$ cat src/rtl/dlseq_pkg.sv
// Package: shared types and defaults for the display-list address sequencer.
// Assumes: op_code[1:0] selects the operation and op_code[2] enables the strobe.
package dlseq_pkg;

    localparam int DL_AW    = 14;
    localparam int DL_DEPTH = 3;

    typedef enum logic [1:0] {
        OPK_NONE = 2'b00,
        OPK_JUMP = 2'b01,
        OPK_CALL = 2'b10,
        OPK_RET  = 2'b11
    } dl_op_e;

    typedef struct packed {
        logic jump;
        logic call;
        logic ret;
    } dl_ops_t;

endpackage

$ cat src/rtl/dlseq_sync.sv
// Module: dlseq_sync
// Brings one asynchronous line into the clk domain through STAGES flops, then
// reports its settled level and single-cycle rise and fall pulses.
// Assumes: RST_VAL is the line's idle level, so reset creates no phantom edge.
module dlseq_sync #(
    parameter int   STAGES  = 2,
    parameter logic RST_VAL = 1'b0
) (
    input  logic clk,
    input  logic rst_n,
    input  logic din,
    output logic lvl,
    output logic rise,
    output logic fall
);

    logic [STAGES-1:0] chain;
    logic              prev;

    // Shift the raw line through the synchronizer chain.
    always_ff @(posedge clk) begin
        if (!rst_n) begin
            chain <= {STAGES{RST_VAL}};
        end else begin
            chain <= {chain[STAGES-2:0], din};
        end
    end

    // Remember the settled level of the previous cycle for edge detection.
    always_ff @(posedge clk) begin
        if (!rst_n) begin
            prev <= RST_VAL;
        end else begin
            prev <= chain[STAGES-1];
        end
    end

    assign lvl  = chain[STAGES-1];
    assign rise = chain[STAGES-1] & ~prev;
    assign fall = ~chain[STAGES-1] & prev;

endmodule

$ cat src/rtl/dlseq_stack.sv
// Module: dlseq_stack
// Internal return stack of DEPTH words of AW bits. The pointer counts modulo
// DEPTH in both directions, with no overflow or underflow flag.
// Assumes: push and pop are never high together.
module dlseq_stack #(
    parameter int AW    = 14,
    parameter int DEPTH = 3,
    localparam int SPW  = (DEPTH > 1) ? $clog2(DEPTH) : 1
) (
    input  logic           clk,
    input  logic           rst_n,
    input  logic           push,
    input  logic           pop,
    input  logic [AW-1:0]  wdata,
    output logic [AW-1:0]  rdata,
    output logic [SPW-1:0] sp
);

    logic [AW-1:0]  mem [DEPTH];
    logic [SPW-1:0] sp_inc;
    logic [SPW-1:0] sp_dec;

    // Work out the neighbouring pointer values with modulo-DEPTH wrap.
    always_comb begin
        sp_inc = (sp == SPW'(DEPTH - 1)) ? '0 : sp + SPW'(1);
        sp_dec = (sp == '0) ? SPW'(DEPTH - 1) : sp - SPW'(1);
    end

    // Move the pointer on push and pop.
    always_ff @(posedge clk) begin
        if (!rst_n) begin
            sp <= '0;
        end else if (push) begin
            sp <= sp_inc;
        end else if (pop) begin
            sp <= sp_dec;
        end
    end

    // One storage word per level; only the addressed word takes a push.
    for (genvar gi = 0; gi < DEPTH; gi++) begin : g_lvl
        always_ff @(posedge clk) begin
            if (!rst_n) begin
                mem[gi] <= '0;
            end else if (push && (sp == SPW'(gi))) begin
                mem[gi] <= wdata;
            end
        end
    end

    // A return reads the entry just below the current pointer.
    assign rdata = mem[sp_dec];

endmodule

$ cat src/rtl/dlseq_pc.sv
// Module: dlseq_pc
// Program counter register with split loading. A jump or call writes bits
// AW-1:1 at once and parks bit 0. The parked bit lands on a later tick edge
// or is dropped when the strobe is released.
// Assumes: at most one of ld_hi, ld_all, b0_go and inc_go is high per cycle.
module dlseq_pc #(
    parameter int AW = 14
) (
    input  logic          clk,
    input  logic          rst_n,
    input  logic          ld_hi,
    input  logic [AW-1:0] tgt,
    input  logic          ld_all,
    input  logic [AW-1:0] ret_addr,
    input  logic          b0_go,
    input  logic          inc_go,
    input  logic          stb_rise,
    output logic          pend,
    output logic [AW-1:0] pc
);

    logic pbit;

    // Update the counter by the one operation active this cycle.
    always_ff @(posedge clk) begin
        if (!rst_n) begin
            pc <= '0;
        end else if (ld_hi) begin
            pc[AW-1:1] <= tgt[AW-1:1];
        end else if (ld_all) begin
            pc <= ret_addr;
        end else if (b0_go) begin
            pc[0] <= pbit;
        end else if (inc_go) begin
            pc <= pc + AW'(1);
        end
    end

    // Track whether a target bit 0 is still waiting for its tick edge.
    always_ff @(posedge clk) begin
        if (!rst_n) begin
            pend <= 1'b0;
        end else if (ld_hi) begin
            pend <= 1'b1;
        end else if (ld_all || b0_go || stb_rise) begin
            pend <= 1'b0;
        end
    end

    // Capture the target's bit 0 when the upper bits load.
    always_ff @(posedge clk) begin
        if (!rst_n) begin
            pbit <= 1'b0;
        end else if (ld_hi) begin
            pbit <= tgt[0];
        end
    end

endmodule

$ cat src/rtl/dl_addr_seq.sv
// Module: dl_addr_seq (top)
// Display-list address sequencer: synchronizes the strobe and tick lines,
// decodes enabled operations, and drives the program counter and return stack.
// Assumes: op_code, tgt and inc_hold are stable while a strobe is acted on.
module dl_addr_seq #(
    parameter int AW          = dlseq_pkg::DL_AW,
    parameter int DEPTH       = dlseq_pkg::DL_DEPTH,
    parameter int SYNC_STAGES = 2,
    localparam int SPW        = (DEPTH > 1) ? $clog2(DEPTH) : 1
) (
    input  logic          clk,
    input  logic          rst_n,
    input  logic          strobe_n,
    input  logic          tick,
    input  logic          inc_hold,
    input  logic [2:0]    op_code,
    input  logic [AW-1:0] tgt,
    output logic [AW-1:0] pc
);

    import dlseq_pkg::*;

    logic           stb_lvl, stb_rise, stb_fall;
    logic           tick_lvl, tick_rise, tick_fall;
    dl_ops_t        ops;
    dl_op_e         kind;
    logic           jmp_go, call_go, ret_go, inc_go, b0_go;
    logic           pend;
    logic [AW-1:0]  ret_addr;
    logic [SPW-1:0] sp;

    dlseq_sync #(.STAGES(SYNC_STAGES), .RST_VAL(1'b1)) u_stb_sync (
        .clk  (clk),
        .rst_n(rst_n),
        .din  (strobe_n),
        .lvl  (stb_lvl),
        .rise (stb_rise),
        .fall (stb_fall)
    );

    dlseq_sync #(.STAGES(SYNC_STAGES), .RST_VAL(1'b0)) u_tick_sync (
        .clk  (clk),
        .rst_n(rst_n),
        .din  (tick),
        .lvl  (tick_lvl),
        .rise (tick_rise),
        .fall (tick_fall)
    );

    // Decode the strobe's falling edge into an enabled operation.
    always_comb begin
        kind     = dl_op_e'(op_code[1:0]);
        ops      = '0;
        if (stb_fall && op_code[2]) begin
            unique case (kind)
                OPK_JUMP: ops.jump = 1'b1;
                OPK_CALL: ops.call = 1'b1;
                OPK_RET:  ops.ret  = 1'b1;
                default:  ops      = '0;
            endcase
        end
    end

    // Turn tick edges into either a parked bit-0 load or an increment.
    always_comb begin
        jmp_go  = ops.jump;
        call_go = ops.call;
        ret_go  = ops.ret;
        b0_go   = tick_rise && !stb_lvl && pend;
        inc_go  = tick_rise && stb_lvl && !inc_hold;
    end

    dlseq_stack #(.AW(AW), .DEPTH(DEPTH)) u_stack (
        .clk  (clk),
        .rst_n(rst_n),
        .push (call_go),
        .pop  (ret_go),
        .wdata(pc),
        .rdata(ret_addr),
        .sp   (sp)
    );

    dlseq_pc #(.AW(AW)) u_pc (
        .clk     (clk),
        .rst_n   (rst_n),
        .ld_hi   (jmp_go || call_go),
        .tgt     (tgt),
        .ld_all  (ret_go),
        .ret_addr(ret_addr),
        .b0_go   (b0_go),
        .inc_go  (inc_go),
        .stb_rise(stb_rise),
        .pend    (pend),
        .pc      (pc)
    );

endmodule

$ cat config.mk
export PLATFORM = sky130hd
export DESIGN_NAME = dl_addr_seq
export DESIGN_NICKNAME = d
export VERILOG_FILES = /design/src/rtl/dlseq_pkg.sv /design/src/rtl/dlseq_sync.sv /design/src/rtl/dlseq_stack.sv /design/src/rtl/dlseq_pc.sv /design/src/rtl/dl_addr_seq.sv
export SDC_FILE = /design/constraint.sdc
export NUM_CORES = 1
export LEC_CHECK = 0
export BUFFER_PORTS_ARGS = -buffer_cell sky130_fd_sc_hd__buf_2
export CORE_UTILIZATION = 38
export CTS_CLUSTER_DIAMETER = 100
export DETAILED_ROUTE_END_ITERATION = 8
export MAX_ROUTING_LAYER = met4
export PLACE_DENSITY = 0.6
export SLEW_MARGIN = 20
export SYNTH_ARGS = -nofsm -noshare
export SYNTH_HDL_FRONTEND = slang
export SYNTH_SLANG_ARGS = --single-unit
$ cat constraint.sdc
create_clock -name clk -period 3.44 [get_ports clk]
set_input_delay 0.516 -clock clk [delete_from_list [all_inputs] [get_ports clk]]
set_output_delay 0.516 -clock clk [all_outputs]
set_load 0.01 [all_outputs]
==> results by group <==
Job
  – Max Cap Viol: 0

Die
  – Core area: around 8800 sq um
  – Total die area: 9460 sq um
  – Die W: 97.3 microns
  – Row count: 34
  – Chip height: 97.3 microns
  – Starting Density: 39.3%
  – # IOs: 36

Logic synthesis
  – #FFs+latches synth: 66
  – Synthesis warning total: 0
  – Mapped cell area: about 3400 sq um
  – Leading area contributor after synthesis: edfxtp_1
  – Number of distinct library cells after synthesis: between 60 and 70
  – EDFF count, synth: 42
  – Top cell type's share of synthesized area: 36.6%
  – Syn_nets: approximately 340
  – Post-synthesis sequential area ratio: 50.5%
  – Top_reg_cell synth: edfxtp_1
  – Main area contributors after synthesis: edfxtp_1 37%, dfxtp_1 14%, and2_1 8.0%
  – Ys async rst share: 0%
  – Mapped Cells: approximately 320
  – Synth Area per Inst: 10.9 sq um

Power and ir drop
  – Cell Pwr Density: 431 nW/um^2
  – Leak Pwr: roughly 0.0014 uW
  – Largest vdd supply drop: 0.204 mV

Clocking
  – Clock net sink count: 66
  – Root Buffer Master: clkbuf_8
  – H-tree depth: 3
  – CTS tree: built
  – Clk slew on worst S/H paths: 0.08 ns
  – Skew-Pair Late Insertion Delay: 0.35 ns
  – Post-CTS Hold Fix Bufs: 0
  – Cts repair resizes: 0
  – Clock Path Buffers: 2
  – CTS Buf Count: 9
  – Setup Buffers After CTS: 0

STA
  – Final setup fails: 0
  – F_max: 0.451 GHz
  – Slew @ Worst Pin: 0.737 ns
  – Final Critical Period: 2.22 ns
  – Final setup TNS: 0 ns
  – Slew headroom: 50.8%
  – Setup ws final: 1.22 ns
  – RSZ-0062 raised after global routing: no
  – Slew Limit Fails: 0
  – Final Hold Viols: 0
  – Clk_skew: 0.00701 ns
  – Period utilization: 64.4%

GRT
  – Antenna violations before repair: 0
  – Global-route wire length before repair: 14100 microns
  – Pin count of the biggest net entering global routing: 26
  – Total gr overflow: 0
  – Total global-route track usage: approximately 20%
  – Vias in the first global route: 2474

Cells and area
  – Layout net count: 368
  – Ant diodes: 0
  – Layout cells sized above 1: 19.4%
  – Synth-to-layout area growth: 9.83%
  – Flip-flop and latch area: 1740 sq um
  – Non-filler cells, final: approximately 450
  – Util after Layout: 43.2%
  – Final instance area: around 3800 sq um
  – Filler cell count: 859
  – Multi-input logic area: 1500 sq um

Placed design
  – Placed cell count: between 400 and 500
  – Buffers added on ports: 35
  – Placed inst area: ~3600 sq um
  – Post-detailed-placement half-perimeter wirelength: 6090 microns
  – Post-place setup slack: 1.18 ns
  – GPL Wtd Cong: 0.853

Critical path
  – Worst path slowest cell: ha_1
  – Worst Path Required: 3.69 ns
  – CP peak stage delay: 0.78 ns
  – CP endpoint kind: flip-flop
  – Worst EP arrival: around 2.5 ns
  – Max FO, Critical Path: 23
  – WS Path Type: flip-flop to flip-flop
  – Most used cell, CP: inv_1
  – Crit start category: flip-flop
  – CP cell instances: inv_1 -> ha_1 -> inv_1 -> o211ai_1 -> o311ai_0 -> o211a_1

Drt
  – Highest routed layer: met4
  – Routed vias: between 2000 and 3000
  – DR DRC count: 0
  – Drt via density: 5.68
  – Post-route ant nets: 0
  – Met2 WL: between 3000 and 4000 microns
  – Routed len/inst: 19.4 microns
  – 1st-iter DRT viols: 223
  – M1 WL: 4220 microns
  – Met3 wire length: 482 microns
  – Drt pass-1 iters: 5
  – Final wirelength: 8780 microns

Run status
  – Status: completed

Worst hold path
  – Hold Crit Class: input pin to flip-flop
==> worst max-delay path: cells and delay by family, from the launching register on <==
| family | cells | cell delay, ns |
|---|---|---|
| AO/OA/AOI/OAI | 3 | 0.57 |
| flip-flops | 1 | 0.39 |
| buffers and inverters | 2 | 0.38 |
| adder cells (fa/ha/maj) | 1 | 0.78 |
==> Yosys cell counts, types with 3 or more instances <==
| master | instances |
|---|---|
| and2_1 | 44 |
| edfxtp_1 | 42 |
| dfxtp_1 | 24 |
| nor2_1 | 18 |
| a21oi_1 | 17 |
| mux2i_1 | 16 |
| nand2_1 | 16 |
| nand3_1 | 7 |
| o21ai_0 | 7 |
| a22oi_1 | 6 |
| ha_1 | 6 |
| a211oi_1 | 5 |
| clkbuf_8 | 5 |
| inv_1 | 5 |
| and3_1 | 4 |
| buf_2 | 4 |
| clkbuf_1 | 4 |
| clkbuf_2 | 4 |
| nand2b_1 | 4 |
| nand4_1 | 4 |
| nor3_1 | 4 |
| o211ai_1 | 4 |
| o221ai_1 | 4 |
| a31oi_1 | 3 |
| and2_2 | 3 |
| nor4_1 | 3 |
| o21a_1 | 3 |
| o22ai_1 | 3 |
| o32ai_1 | 3 |
==> state kept, by name, summed over array words and instances, names as in the netlist <==
name and flops:
u_stb_sync.prev 1, u_stack.sp 2, u_stb_sync.chain 2, u_pc.pc 14
u_pc.pbit 1, u_stack.mem 42, u_tick_sync.prev 1, u_tick_sync.chain 2
u_pc.pend 1
==> through the flow <==
step / hold slack [ns] / power [uW]
final: 0.347 / 1630
after global routing: 0.352 / 1690
after CTS: 0.336 / 1640
after detailed placement: 0.402 / 1010
after global placement: 0.394 / 1000
after floorplan: 0.386 / 964
==> layout make-up <==
class,instances,share of cell area (%)
sequential,66,46.0
clock inverter,7,1.85
inverter,6,0.595
timing repair buffer,37,5.02
tap,108,3.57
multi-input combinational,220,39.7
clock buffer,9,3.27
==> cells in the final DEF (no fill, tap or decap), drive strengths merged, types with 4 or more instances in the layout <==
cell type and n:
a211oi 5, a21oi 17, a22oi 6, and2 48, and3 4, buf 37, clkbuf 9, clkinv 4
dfxtp 24, edfxtp 42, ha 6, inv 5, mux2i 16, nand2 17, nand2b 4, nand3 7
nand4 5, nor2 18, nor3 4, nor4 4, o211ai 4, o21ai 8, o221ai 4
==> kinds of logic (layout without fill, tap and decap cells) <==
group	Yosys count	count (layout)	share of synthesized area, %
simple gates	124	124	21.3
compound gates	69	69	14.1
flops	66	66	50.5
buf+inv	29	59	5.88
mux	18	18	5.30
fa+ha+maj	6	6	2.18
xor+xnor	3	3	0.762
==> power breakdown <==
group          switching (uW)  leakage, uW  internal [uW]  total, uW
Combinational            66.6     0.000676           38.4        105
Clock                     312    0.0000889            331        644
Sequential               19.1     0.000629            864        883
==> path summary, 6_finish.rpt <==
kind / startpoint / endpoint / slack, ns / cells past startpoint
setup reg to reg: u_stack.sp[0]$_SDFFE_PN0P_ / u_pc.pc[3]$_SDFFE_PN0P_ / 1.22 / 6
hold reg to reg: u_stb_sync.chain[0]$_SDFF_PN1_ / u_stb_sync.chain[1]$_SDFF_PN1_ / 0.42 / 1
setup / recovery: u_stack.sp[0]$_SDFFE_PN0P_ / u_pc.pc[3]$_SDFFE_PN0P_ / 1.22 / 6
hold / removal: strobe_n / u_stb_sync.chain[0]$_SDFF_PN1_ / 0.35 / 2
==> layer usage <==
layer  up-vias  GRT usage [%]
li1       1211              -
met1      1245           28.3
met2       103           29.1
met3        14           4.82
met4         0           5.54
met5         -              -
(Power assumes the default switching activity.)
